## config.mk

```make
export PLATFORM = sky130hd
export DESIGN_NAME = lsu_align_top
export DESIGN_NICKNAME = d
export VERILOG_FILES = /design/src/rtl/lsu_pkg.sv /design/src/rtl/lsu_addr_gen.sv /design/src/rtl/lsu_store_lanes.sv /design/src/rtl/lsu_load_align.sv /design/src/rtl/lsu_align_top.sv
export SDC_FILE = /design/constraint.sdc
export NUM_CORES = 1
export LEC_CHECK = 0
export ABC_AREA = 1
export BUFFER_PORTS_ARGS = -buffer_cell sky130_fd_sc_hd__buf_2
export CORE_MARGIN = 2
export CORE_UTILIZATION = 45
export CTS_BUF_LIST = sky130_fd_sc_hd__clkbuf_8
export CTS_CLUSTER_DIAMETER = 100
export CTS_CLUSTER_SIZE = 8
export DETAILED_ROUTE_END_ITERATION = 10
export PLACE_DENSITY = 0.74
export SYNTH_ARGS = -nofsm -noshare
export SYNTH_HDL_FRONTEND = slang
export SYNTH_SLANG_ARGS = --single-unit
export TNS_END_PERCENT = 1
```

## constraint.sdc

```tcl
create_clock -name clk -period 3.8 [get_ports clk]
set_input_delay 0.76 -clock clk [delete_from_list [all_inputs] [get_ports clk]]
set_output_delay 0.76 -clock clk [all_outputs]
set_load 0.005 [all_outputs]
```

## src/rtl/lsu_pkg.sv

```systemverilog
package lsu_pkg;
  typedef enum logic [3:0] {
    OP_LDB  = 4'd0,
    OP_LDBU = 4'd1,
    OP_LDH  = 4'd2,
    OP_LDHU = 4'd3,
    OP_LDW  = 4'd4,
    OP_LDWL = 4'd5,
    OP_LDWR = 4'd6,
    OP_STB  = 4'd8,
    OP_STH  = 4'd9,
    OP_STW  = 4'd10
  } lsu_op_e;

  function automatic logic op_is_load(input logic [3:0] op);
    return (op <= 4'd6);
  endfunction

  function automatic logic op_is_store(input logic [3:0] op);
    return (op >= 4'd8) && (op <= 4'd10);
  endfunction
endpackage

```

## src/rtl/lsu_addr_gen.sv

```systemverilog
module lsu_addr_gen #(
  parameter int XLEN  = 64,
  parameter int OFF_W = 16,
  parameter int NARROW = 32,
  parameter int LW    = 2
) (
  input  logic [3:0]      op_i,
  input  logic            wide_i,
  input  logic [XLEN-1:0] base_i,
  input  logic [OFF_W-1:0] offset_i,
  output logic [XLEN-1:0] addr_o,
  output logic [LW-1:0]   lane_o,
  output logic            misalign_o
);
  import lsu_pkg::*;

  logic [XLEN-1:0] sum;
  lsu_op_e op;

  assign op  = lsu_op_e'(op_i);
  assign sum = base_i + {{(XLEN-OFF_W){offset_i[OFF_W-1]}}, offset_i};

  always_comb begin
    if (wide_i) addr_o = sum;
    else        addr_o = {{(XLEN-NARROW){sum[NARROW-1]}}, sum[NARROW-1:0]};
  end

  assign lane_o = addr_o[LW-1:0];

  always_comb begin
    case (op)
      OP_LDH, OP_LDHU, OP_STH: misalign_o = lane_o[0];
      OP_LDW, OP_STW:          misalign_o = |lane_o;
      default:                 misalign_o = 1'b0;
    endcase
  end
endmodule

```

## src/rtl/lsu_store_lanes.sv

```systemverilog
module lsu_store_lanes #(
  parameter int BUS_W = 32,
  parameter int LANES = BUS_W / 8,
  parameter int LW    = $clog2(LANES)
) (
  input  logic [3:0]       op_i,
  input  logic [LW-1:0]    lane_i,
  input  logic             misalign_i,
  input  logic [BUS_W-1:0] rt_i,
  output logic [BUS_W-1:0] wdata_o,
  output logic [LANES-1:0] be_o
);
  import lsu_pkg::*;

  lsu_op_e op;
  logic    wr_ok;

  assign op    = lsu_op_e'(op_i);
  assign wr_ok = op_is_store(op_i) && !misalign_i;

  always_comb begin
    case (op)
      OP_STB:  wdata_o = {LANES{rt_i[7:0]}};
      OP_STH:  wdata_o = {(LANES/2){rt_i[15:0]}};
      default: wdata_o = rt_i;
    endcase
  end

  for (genvar i = 0; i < LANES; i++) begin : g_lane
    localparam int BOFF = LANES - 1 - i;
    logic hit;
    always_comb begin
      case (op)
        OP_STB:  hit = (lane_i == LW'(BOFF));
        OP_STH:  hit = (lane_i[LW-1:1] == (LW-1)'(BOFF >> 1));
        OP_STW:  hit = 1'b1;
        default: hit = 1'b0;
      endcase
    end
    assign be_o[i] = wr_ok && hit;
  end
endmodule

```

## src/rtl/lsu_load_align.sv

```systemverilog
module lsu_load_align #(
  parameter int XLEN  = 64,
  parameter int BUS_W = 32,
  parameter int LANES = BUS_W / 8,
  parameter int LW    = $clog2(LANES)
) (
  input  logic [3:0]       op_i,
  input  logic [LW-1:0]    lane_i,
  input  logic [BUS_W-1:0] rdata_i,
  input  logic [BUS_W-1:0] rt_i,
  output logic [XLEN-1:0]  value_o
);
  import lsu_pkg::*;

  localparam int SH_W = LW + 3;

  lsu_op_e          op;
  logic [SH_W-1:0]  sh_left, sh_right, sh_half;
  logic [BUS_W-1:0] byte_w, half_w, left_w, right_w;
  logic [BUS_W-1:0] keep_l, keep_r;
  logic [7:0]       b;
  logic [15:0]      h;

  assign op       = lsu_op_e'(op_i);
  assign sh_left  = {lane_i, 3'b000};
  assign sh_right = {LW'(LANES - 1) - lane_i, 3'b000};
  assign sh_half  = {LW'(LANES - 2) - lane_i, 3'b000};

  assign byte_w = rdata_i >> sh_right;
  assign half_w = rdata_i >> sh_half;
  assign b      = byte_w[7:0];
  assign h      = half_w[15:0];

  assign keep_l  = ~({BUS_W{1'b1}} << sh_left);
  assign keep_r  = ~({BUS_W{1'b1}} >> sh_right);
  assign left_w  = (rdata_i << sh_left)  | (rt_i & keep_l);
  assign right_w = (rdata_i >> sh_right) | (rt_i & keep_r);

  always_comb begin
    case (op)
      OP_LDB:  value_o = {{(XLEN-8){b[7]}}, b};
      OP_LDBU: value_o = {{(XLEN-8){1'b0}}, b};
      OP_LDH:  value_o = {{(XLEN-16){h[15]}}, h};
      OP_LDHU: value_o = {{(XLEN-16){1'b0}}, h};
      OP_LDWL: value_o = {{(XLEN-BUS_W){left_w[BUS_W-1]}}, left_w};
      OP_LDWR: value_o = {{(XLEN-BUS_W){right_w[BUS_W-1]}}, right_w};
      default: value_o = {{(XLEN-BUS_W){rdata_i[BUS_W-1]}}, rdata_i};
    endcase
  end
endmodule

```

## src/rtl/lsu_align_top.sv

```systemverilog
module lsu_align_top #(
  parameter int XLEN  = 64,
  parameter int OFF_W = 16,
  parameter int BUS_W = 32
) (
  input  logic             clk,
  input  logic             rst,
  input  logic [3:0]       op_i,
  input  logic             wide_i,
  input  logic [XLEN-1:0]  base_i,
  input  logic [XLEN-1:0]  rt_i,
  input  logic [OFF_W-1:0] offset_i,
  input  logic [BUS_W-1:0] rdata_i,
  input  logic             rvalid_i,
  output logic [XLEN-1:0]  addr_o,
  output logic [BUS_W-1:0] wdata_o,
  output logic [BUS_W/8-1:0] be_o,
  output logic             addr_err_o,
  output logic [XLEN-1:0]  result_o,
  output logic             result_vld_o
);
  import lsu_pkg::*;

  localparam int LANES = BUS_W / 8;
  localparam int LW    = $clog2(LANES);

  logic [LW-1:0]   lane;
  logic [XLEN-1:0] ld_value;
  logic            take;

  lsu_addr_gen #(.XLEN(XLEN), .OFF_W(OFF_W), .NARROW(BUS_W), .LW(LW)) u_addr (
    .op_i(op_i), .wide_i(wide_i), .base_i(base_i), .offset_i(offset_i),
    .addr_o(addr_o), .lane_o(lane), .misalign_o(addr_err_o)
  );

  lsu_store_lanes #(.BUS_W(BUS_W), .LANES(LANES), .LW(LW)) u_store (
    .op_i(op_i), .lane_i(lane), .misalign_i(addr_err_o),
    .rt_i(rt_i[BUS_W-1:0]), .wdata_o(wdata_o), .be_o(be_o)
  );

  lsu_load_align #(.XLEN(XLEN), .BUS_W(BUS_W), .LANES(LANES), .LW(LW)) u_load (
    .op_i(op_i), .lane_i(lane), .rdata_i(rdata_i),
    .rt_i(rt_i[BUS_W-1:0]), .value_o(ld_value)
  );

  assign take = rvalid_i && op_is_load(op_i) && !addr_err_o;

  always_ff @(posedge clk) begin
    if (rst) begin
      result_o     <= '0;
      result_vld_o <= 1'b0;
    end else begin
      result_vld_o <= take;
      if (take) result_o <= ld_value;
    end
  end

  // a misaligned access enables no lane
  a_r9_err_no_be: assert property (@(posedge clk) disable iff (rst)
    addr_err_o |-> (be_o == '0));

  // loads never write memory
  a_r8_load_no_be: assert property (@(posedge clk) disable iff (rst)
    op_is_load(op_i) |-> (be_o == '0));

  // 32-bit mode addresses are canonical
  a_r2_narrow_canon: assert property (@(posedge clk) disable iff (rst)
    !wide_i |-> (addr_o[XLEN-1:BUS_W] == {(XLEN-BUS_W){addr_o[BUS_W-1]}}));

  // updated results are canonical
  a_r11_canonical: assert property (@(posedge clk) disable iff (rst)
    result_vld_o |-> (result_o[XLEN-1:BUS_W] == {(XLEN-BUS_W){result_o[BUS_W-1]}}));

  // an update always follows a valid strobe
  a_r10_after_strobe: assert property (@(posedge clk) disable iff (rst)
    result_vld_o |-> $past(rvalid_i));

  // result holds when not updated
  a_r10_hold: assert property (@(posedge clk) disable iff (rst)
    !result_vld_o |-> (result_o == $past(result_o)));
endmodule

```

# --- Word level (Yosys, flattened, before mapping) ---
# Index checks and enable logic that the tools add are counted.
totals:
  elab_cells: 54
  register_bits: 65
op_classes:
  n_bitwise: 7
  n_reduce_logical: 14
  n_eq_ne: 12
  shifts: 5
  magnitude_cmp: 3
  mux: 8
  n_addsub: 3
ops:
  columns: ["cell", "count"]
  rows:
  - ["64-bit case mux with 6 select lines", 1]
  - ["64-bit adder", 1]
  - ["32-bit AND", 2]
  - ["64-bit two-way mux", 1]
  - ["32-bit inverter", 2]
  - ["32-bit bitwise OR", 2]
  - ["32-bit case mux with 2 select lines", 1]
  - ["32-bit by 5-bit left shift with 32-bit output", 1]
  - ["32-bit by 5-bit left shift with 32-bit output (first input constant)", 1]
  - ["32-bit by 5-bit right shift with 16-bit output", 1]
  - ["32-bit by 5-bit right shift with 32-bit output", 1]
  - ["32-bit by 5-bit right shift with 32-bit output (first input constant)", 1]
  - ["4-bit by 3-bit == test with 1-bit output (second input constant)", 3]
  - ["4-bit == test (second input constant)", 3]
  - ["1-bit case mux with 3 select lines", 4]
  - ["4-bit by 2-bit == test with 1-bit output (second input constant)", 2]
  - ["1-bit logical AND", 8]
  - ["2-bit == test (second input constant)", 2]
  - ["4-bit by 1-bit == test with 1-bit output (second input constant)", 1]
  - ["4-bit greater-or-equal comparator (second input constant)", 1]
  - ["4-bit by 3-bit <= comparator with 1-bit output (second input constant)", 1]
  - ["4-bit <= comparator (second input constant)", 1]
  - ["4-bit logical NOT", 1]
  - ["2-bit OR reduction", 2]
  - ["7 further kinds", 8]

# --- Logic depth before layout (Yosys ltp) ---
logic_depth:
  depth_word: 8
  mapped_depth: 16

# --- By module ---
# A second synthesis with hierarchy kept.
unflattened:
  cells_unflattened: 2507
  hier_area_um2: 12515.8
by_module_without_submodules:
  columns: ["module", "area_per_inst_um2", "seq_area_each_um2", "cells_per_inst", "n_inst"]
  rows:
  - ["lsu_addr_gen", 6165.9, 0.0, 1334, 1]
  - ["lsu_load_align", 2915.3, 0.0, 625, 1]
  - ["lsu_align_top", 2881.5, 1301.2, 426, 1]
  - ["lsu_store_lanes", 553.0, 0.0, 122, 1]

# --- Worst setup path after synthesis ---
# No wires, ideal clock.
synth_timing:
  kind: "input -> output"
  start: "in base_i[0]"
  end: "out be_o[0]"
  arrival_time_ns: 2.603
  setup_slack_ns: 0.437
  required_ns: 3.040
  path_buffers: 3
  path_stages: 10
  path_cell_list: "ha_1 -> buf_2 -> inv_2 -> clkbuf_1 -> ha_1 -> clkbuf_1 -> inv_1 -> nand2_1 -> o2111ai_1 -> nor2_1"
synth_via:
  elab_chain_len: 7
synth_rtl:
  columns: ["item", "line_no", "source"]
  rows:
  - ["start, declared", "lsu_align_top.sv:10", "input logic [XLEN-1:0] base_i,"]
  - ["64-bit adder (*)", "lsu_addr_gen.sv:21", "assign sum = base_i + {{(XLEN-OFF_W){offset_i[OFF_W-1]}}, offset_i};"]
  - ["64-bit two-way mux (*)", "lsu_addr_gen.sv:24", "if (wide_i) addr_o = sum;"]
  - ["2-bit OR reduction", "lsu_addr_gen.sv:33", "OP_LDW, OP_STW: misalign_o = |lane_o;"]
  - ["1-bit case mux with 2 select lines", "lsu_addr_gen.sv:31", "case (op)"]
  - ["1-bit logical NOT", "lsu_store_lanes.sv:19", "assign wr_ok = op_is_store(op_i) && !misalign_i;"]
  - ["1-bit logical AND", "lsu_store_lanes.sv:19", null]
  - ["1-bit logical AND (*)", "lsu_store_lanes.sv:40", "assign be_o[i] = wr_ok && hit;"]
  - ["end, declared", "lsu_align_top.sv:17", "output logic [BUS_W/8-1:0] be_o,"]
# Every way passes the cells marked *; elsewhere a longest branch is shown, timed or not.

# --- Worst setup path in the final report ---
layout_timing:
  start: "in offset_i[15]"
  end: "out addr_o[33]"
layout_via:
  elab_chain_len: 2
layout_rtl:
  columns: ["item", "line_no", "source"]
  rows:
  - ["start, declared", "lsu_align_top.sv:12", "input logic [OFF_W-1:0] offset_i,"]
  - ["64-bit adder", "lsu_addr_gen.sv:21", null]
  - ["64-bit two-way mux", "lsu_addr_gen.sv:24", null]
  - ["end, declared", "lsu_align_top.sv:15", "output logic [XLEN-1:0] addr_o,"]
# Every way passes these cells.

==> flow_metrics.py <==
metrics = {
    "outcome": {
        "status": "completed",
    },
    "floorplan": {
        "die-area_sq_um": 23640,
        "die_h_microns": 153.8,
        "io_pins": 350,
        "initial_core_util_pct": 46.10,
        "die_w_microns": 153.8,
        "row_count": 54,
        "core_sq_um": 21890,
    },
    "pwr": {
        "p_leak_nw": 7.580,
        "power_density_nw_per_um2": 221.3,
        "finalPower_w": 0.002644,
        "ir_drop_mv": 0.1316,
    },
    "sta": {
        "maxSlewHeadroom_pct": 31.38,
        "worst_pin_slew_ns": 1.019,
        "rsz0062_at_grt": "false",
        "skew_ns": 0,
        "fmax_mhz": 276.4,
        "finalMaxSlewViolations": 0,
        "min_period_over_period_pct": 95.21,
        "setup_violations": 0,
        "min_period_ns": 3.618,
        "hold_violations": 0,
    },
    "logic_synthesis": {
        "yosysWarnings": 0,
        "synthesis.area_sq_um": 10090,
        "yosys.area.top_type": "nand2_1",
        "yosys.area.top_type_share_pct": 28.53,
        "yosysSeqAreaShare_pct": 6.546,
        "ys_ff_latch": 33,
        "post_synth_num_cell_types": 42,
        "synth-edff-count": 0,
        "avgSynthCellArea_sq_um": 4.967,
        "asyncSetResetFlopFracSynth_pct": 0,
        "syn_inst": 2032,
        "synth_fp_nets": 2286,
        "ys.flop_type": "dfxtp_1",
        "synth_area_leaders": "nand2_1 29%, inv_1 14%, ha_1 8.6%",
    },
    "detailed_routing": {
        "wl_per_cell_microns": 15.20,
        "ant_nets": 0,
        "avgViaCountPerCell": 5.183,
        "drt_pass1_iterations": 5,
        "drt_wl_total_microns": 39330,
        "drtIter0Drc": 895,
        "drc": 0,
        "vias": 13408,
    },
    "place": {
        "post-dp-hpwl_microns": 32960,
        "io_buffers": 317,
        "dp.cells": 2576,
        "gp_congestion": 0.9825,
    },
    "critical_path": {
        "worstPathRequired_ns": 3.04,
        "rrSetupSlack_ns": 2.67,
        "arrival_ns": 2.86,
        "r2r_cells": 3,
        "critPathBufInv": 4,
        "critPathSlowestCell": "ha_1",
        "max_stage_delay_ns": 0.33,
        "r2r-end": "result_o[62]$_SDFFE_PP0P_",
        "r2r-start": "result_o[62]$_SDFFE_PP0P_",
        "cp-start-kind": "primary input",
        "endpoint_kind": "primary output",
        "path_delay_family": "simple AND/OR/NAND/NOR gates",
        "cp_cell_sequence": "buf_8, ha_1, nand2_1, inv_1, nand2_1, nand2_1, nand2_1, nand2_1, a21oi_1, nand2_4, xor2_4, nand2_4, buf_12, o21ai_0, buf_2",
        "path_class": "in -> out",
        "worst_path_most_repeated_cell": "nand2_1",
        "path_max_fanout": 30,
    },
    "finish": {
        "nFillCells": 2440,
        "final_common_cell": "nand2_1",
        "drive_gt1_share_pct": 18.66,
        "stdcell_count": 2587,
        "final_cell_mix": "767 x nand2_1, 390 x inv_1, 316 x buf_2, 138 x nor2_1, 129 x nand3_1",
        "area_delta_synth_final_pct": 18.36,
        "multi_input_area_sq_um": 7372,
        "final_util_pct": 54.57,
        "nets": 2557,
        "regArea_sq_um": 660.6,
    },
    "clocking": {
        "clk_pin_slew_ns": 0.07,
        "cts_tree": "built",
        "hold_buffers": 0,
        "ctsRootBufferMaster": "clkbuf_8",
        "postCtsSetupBuffers": 0,
        "clk_latency_ns": 0.28,
        "cts-resized-gates": 1,
        "htree_num_levels": 2,
        "clk_path_buf_depth": 2,
        "numCtsBuffers": 5,
        "clkSinkCount": 33,
    },
    "min_path": {
        "hold_class": "reg -> reg",
        "min_to": "result_o[22]$_SDFFE_PP0P_",
        "min_from": "result_o[22]$_SDFFE_PP0P_",
        "hold_depth": 2,
    },
    "global_routing": {
        "grt_max_degree": 39,
        "grt_pass1_wl_microns": 60620,
        "antenna_found_initial": 1,
        "grt-ovfl-total": 0,
        "first_global_vias": 12102,
        "grt.total_usage_pct": 31.57,
    },
    "job": {
        "cap_violations": 0,
    },
}
## per-layer routing
metal	global-route usage, %	share of wire (%)	vias to the layer above
met4	15.29	5.3	0
met1	39.93	41	5917
met3	2.480	7.7	101
met5	0	0	-
li1	-	-	6803
met2	54.18	46	587
## worst max path at each step
stage            startpoint         end  slack (ns)  depth (start not counted)
2_1_floorplan     base_i[0]     be_o[0]        0.44                         10
3_3_place_gp   offset_i[15]  addr_o[33]       -0.18                         15
3_5_place_dp   offset_i[15]  addr_o[33]       -0.21                         15
4_1_cts        offset_i[15]  addr_o[33]        0.03                         15
5_1_grt        offset_i[15]  addr_o[59]       0.008                         15
6_report       offset_i[15]  addr_o[33]        0.18                         15
## flip-flops by register name, indices dropped and copies added (netlist names)
name,count
result_vld_o,1
result_o,32
## through the flow
| step | cell area (sq um) | TNS [ns] | worst slack, ns | hold slack [ns] |
|---|---|---|---|---|
| floorplan | 10090 | 0 | 0.4372 | 0.4609 |
| global placement | 11810 | -4.229 | -0.1788 | 0.4493 |
| detailed placement | 11810 | -5.146 | -0.2099 | 0.4531 |
| CTS | 11930 | 0 | 0.03306 | 0.4635 |
| global route | 11940 | 0 | 0.008101 | 0.4879 |
| finish | 11950 | 0 | 0.1822 | 0.4614 |
## where the power goes
part / switching, W / total, W / internal (W) / leakage, nW
clock: 0.000125 / 0.000335 / 0.000211 / 0.0626
combinational: 0.00122 / 0.00192 / 0.000706 / 7.25
sequential: 0.0000160 / 0.000385 / 0.000369 / 0.270
## final cells by class
type,count,area share (%)
sequential,33,5.531
multi-input combinational,1503,61.72
inverter,402,12.63
clock buffer,6,0.6913
antenna,3,0.06285
tap,280,2.933
clock inverter,2,0.2828
timing repair buffer,358,16.15
## worst min-delay path, delay by kind of cell (launching register included)
family	cells	cell delay, ns
compound gates	1	0.05
simple gates	1	0.06
flops	1	0.31
## synth_stat cells, drive strengths merged, types with 2 or more instances
cell	n
clkbuf	30
xor2	29
nand2	800
o21bai	6
o22ai	18
nor2	147
ha	69
a21oi	102
o211ai	27
o221ai	6
o2111ai	5
dfxtp	33
nand4	6
inv	400
xnor2	2
nand3	130
a221oi	2
o21ai	109
o21a	6
clkinv	2
nor3	28
buf	64
nor4	2
nand3b	4
## cell families after synthesis
group,synth area share (%)
XOR/XNOR,2.876
adder cells (fa/ha/maj),8.753
flip-flops,6.546
AND/OR/NAND/NOR,45.30
buffers and inverters,20.46
AO/OA/AOI/OAI,16.07
Power figures use the tool's default switching activity.
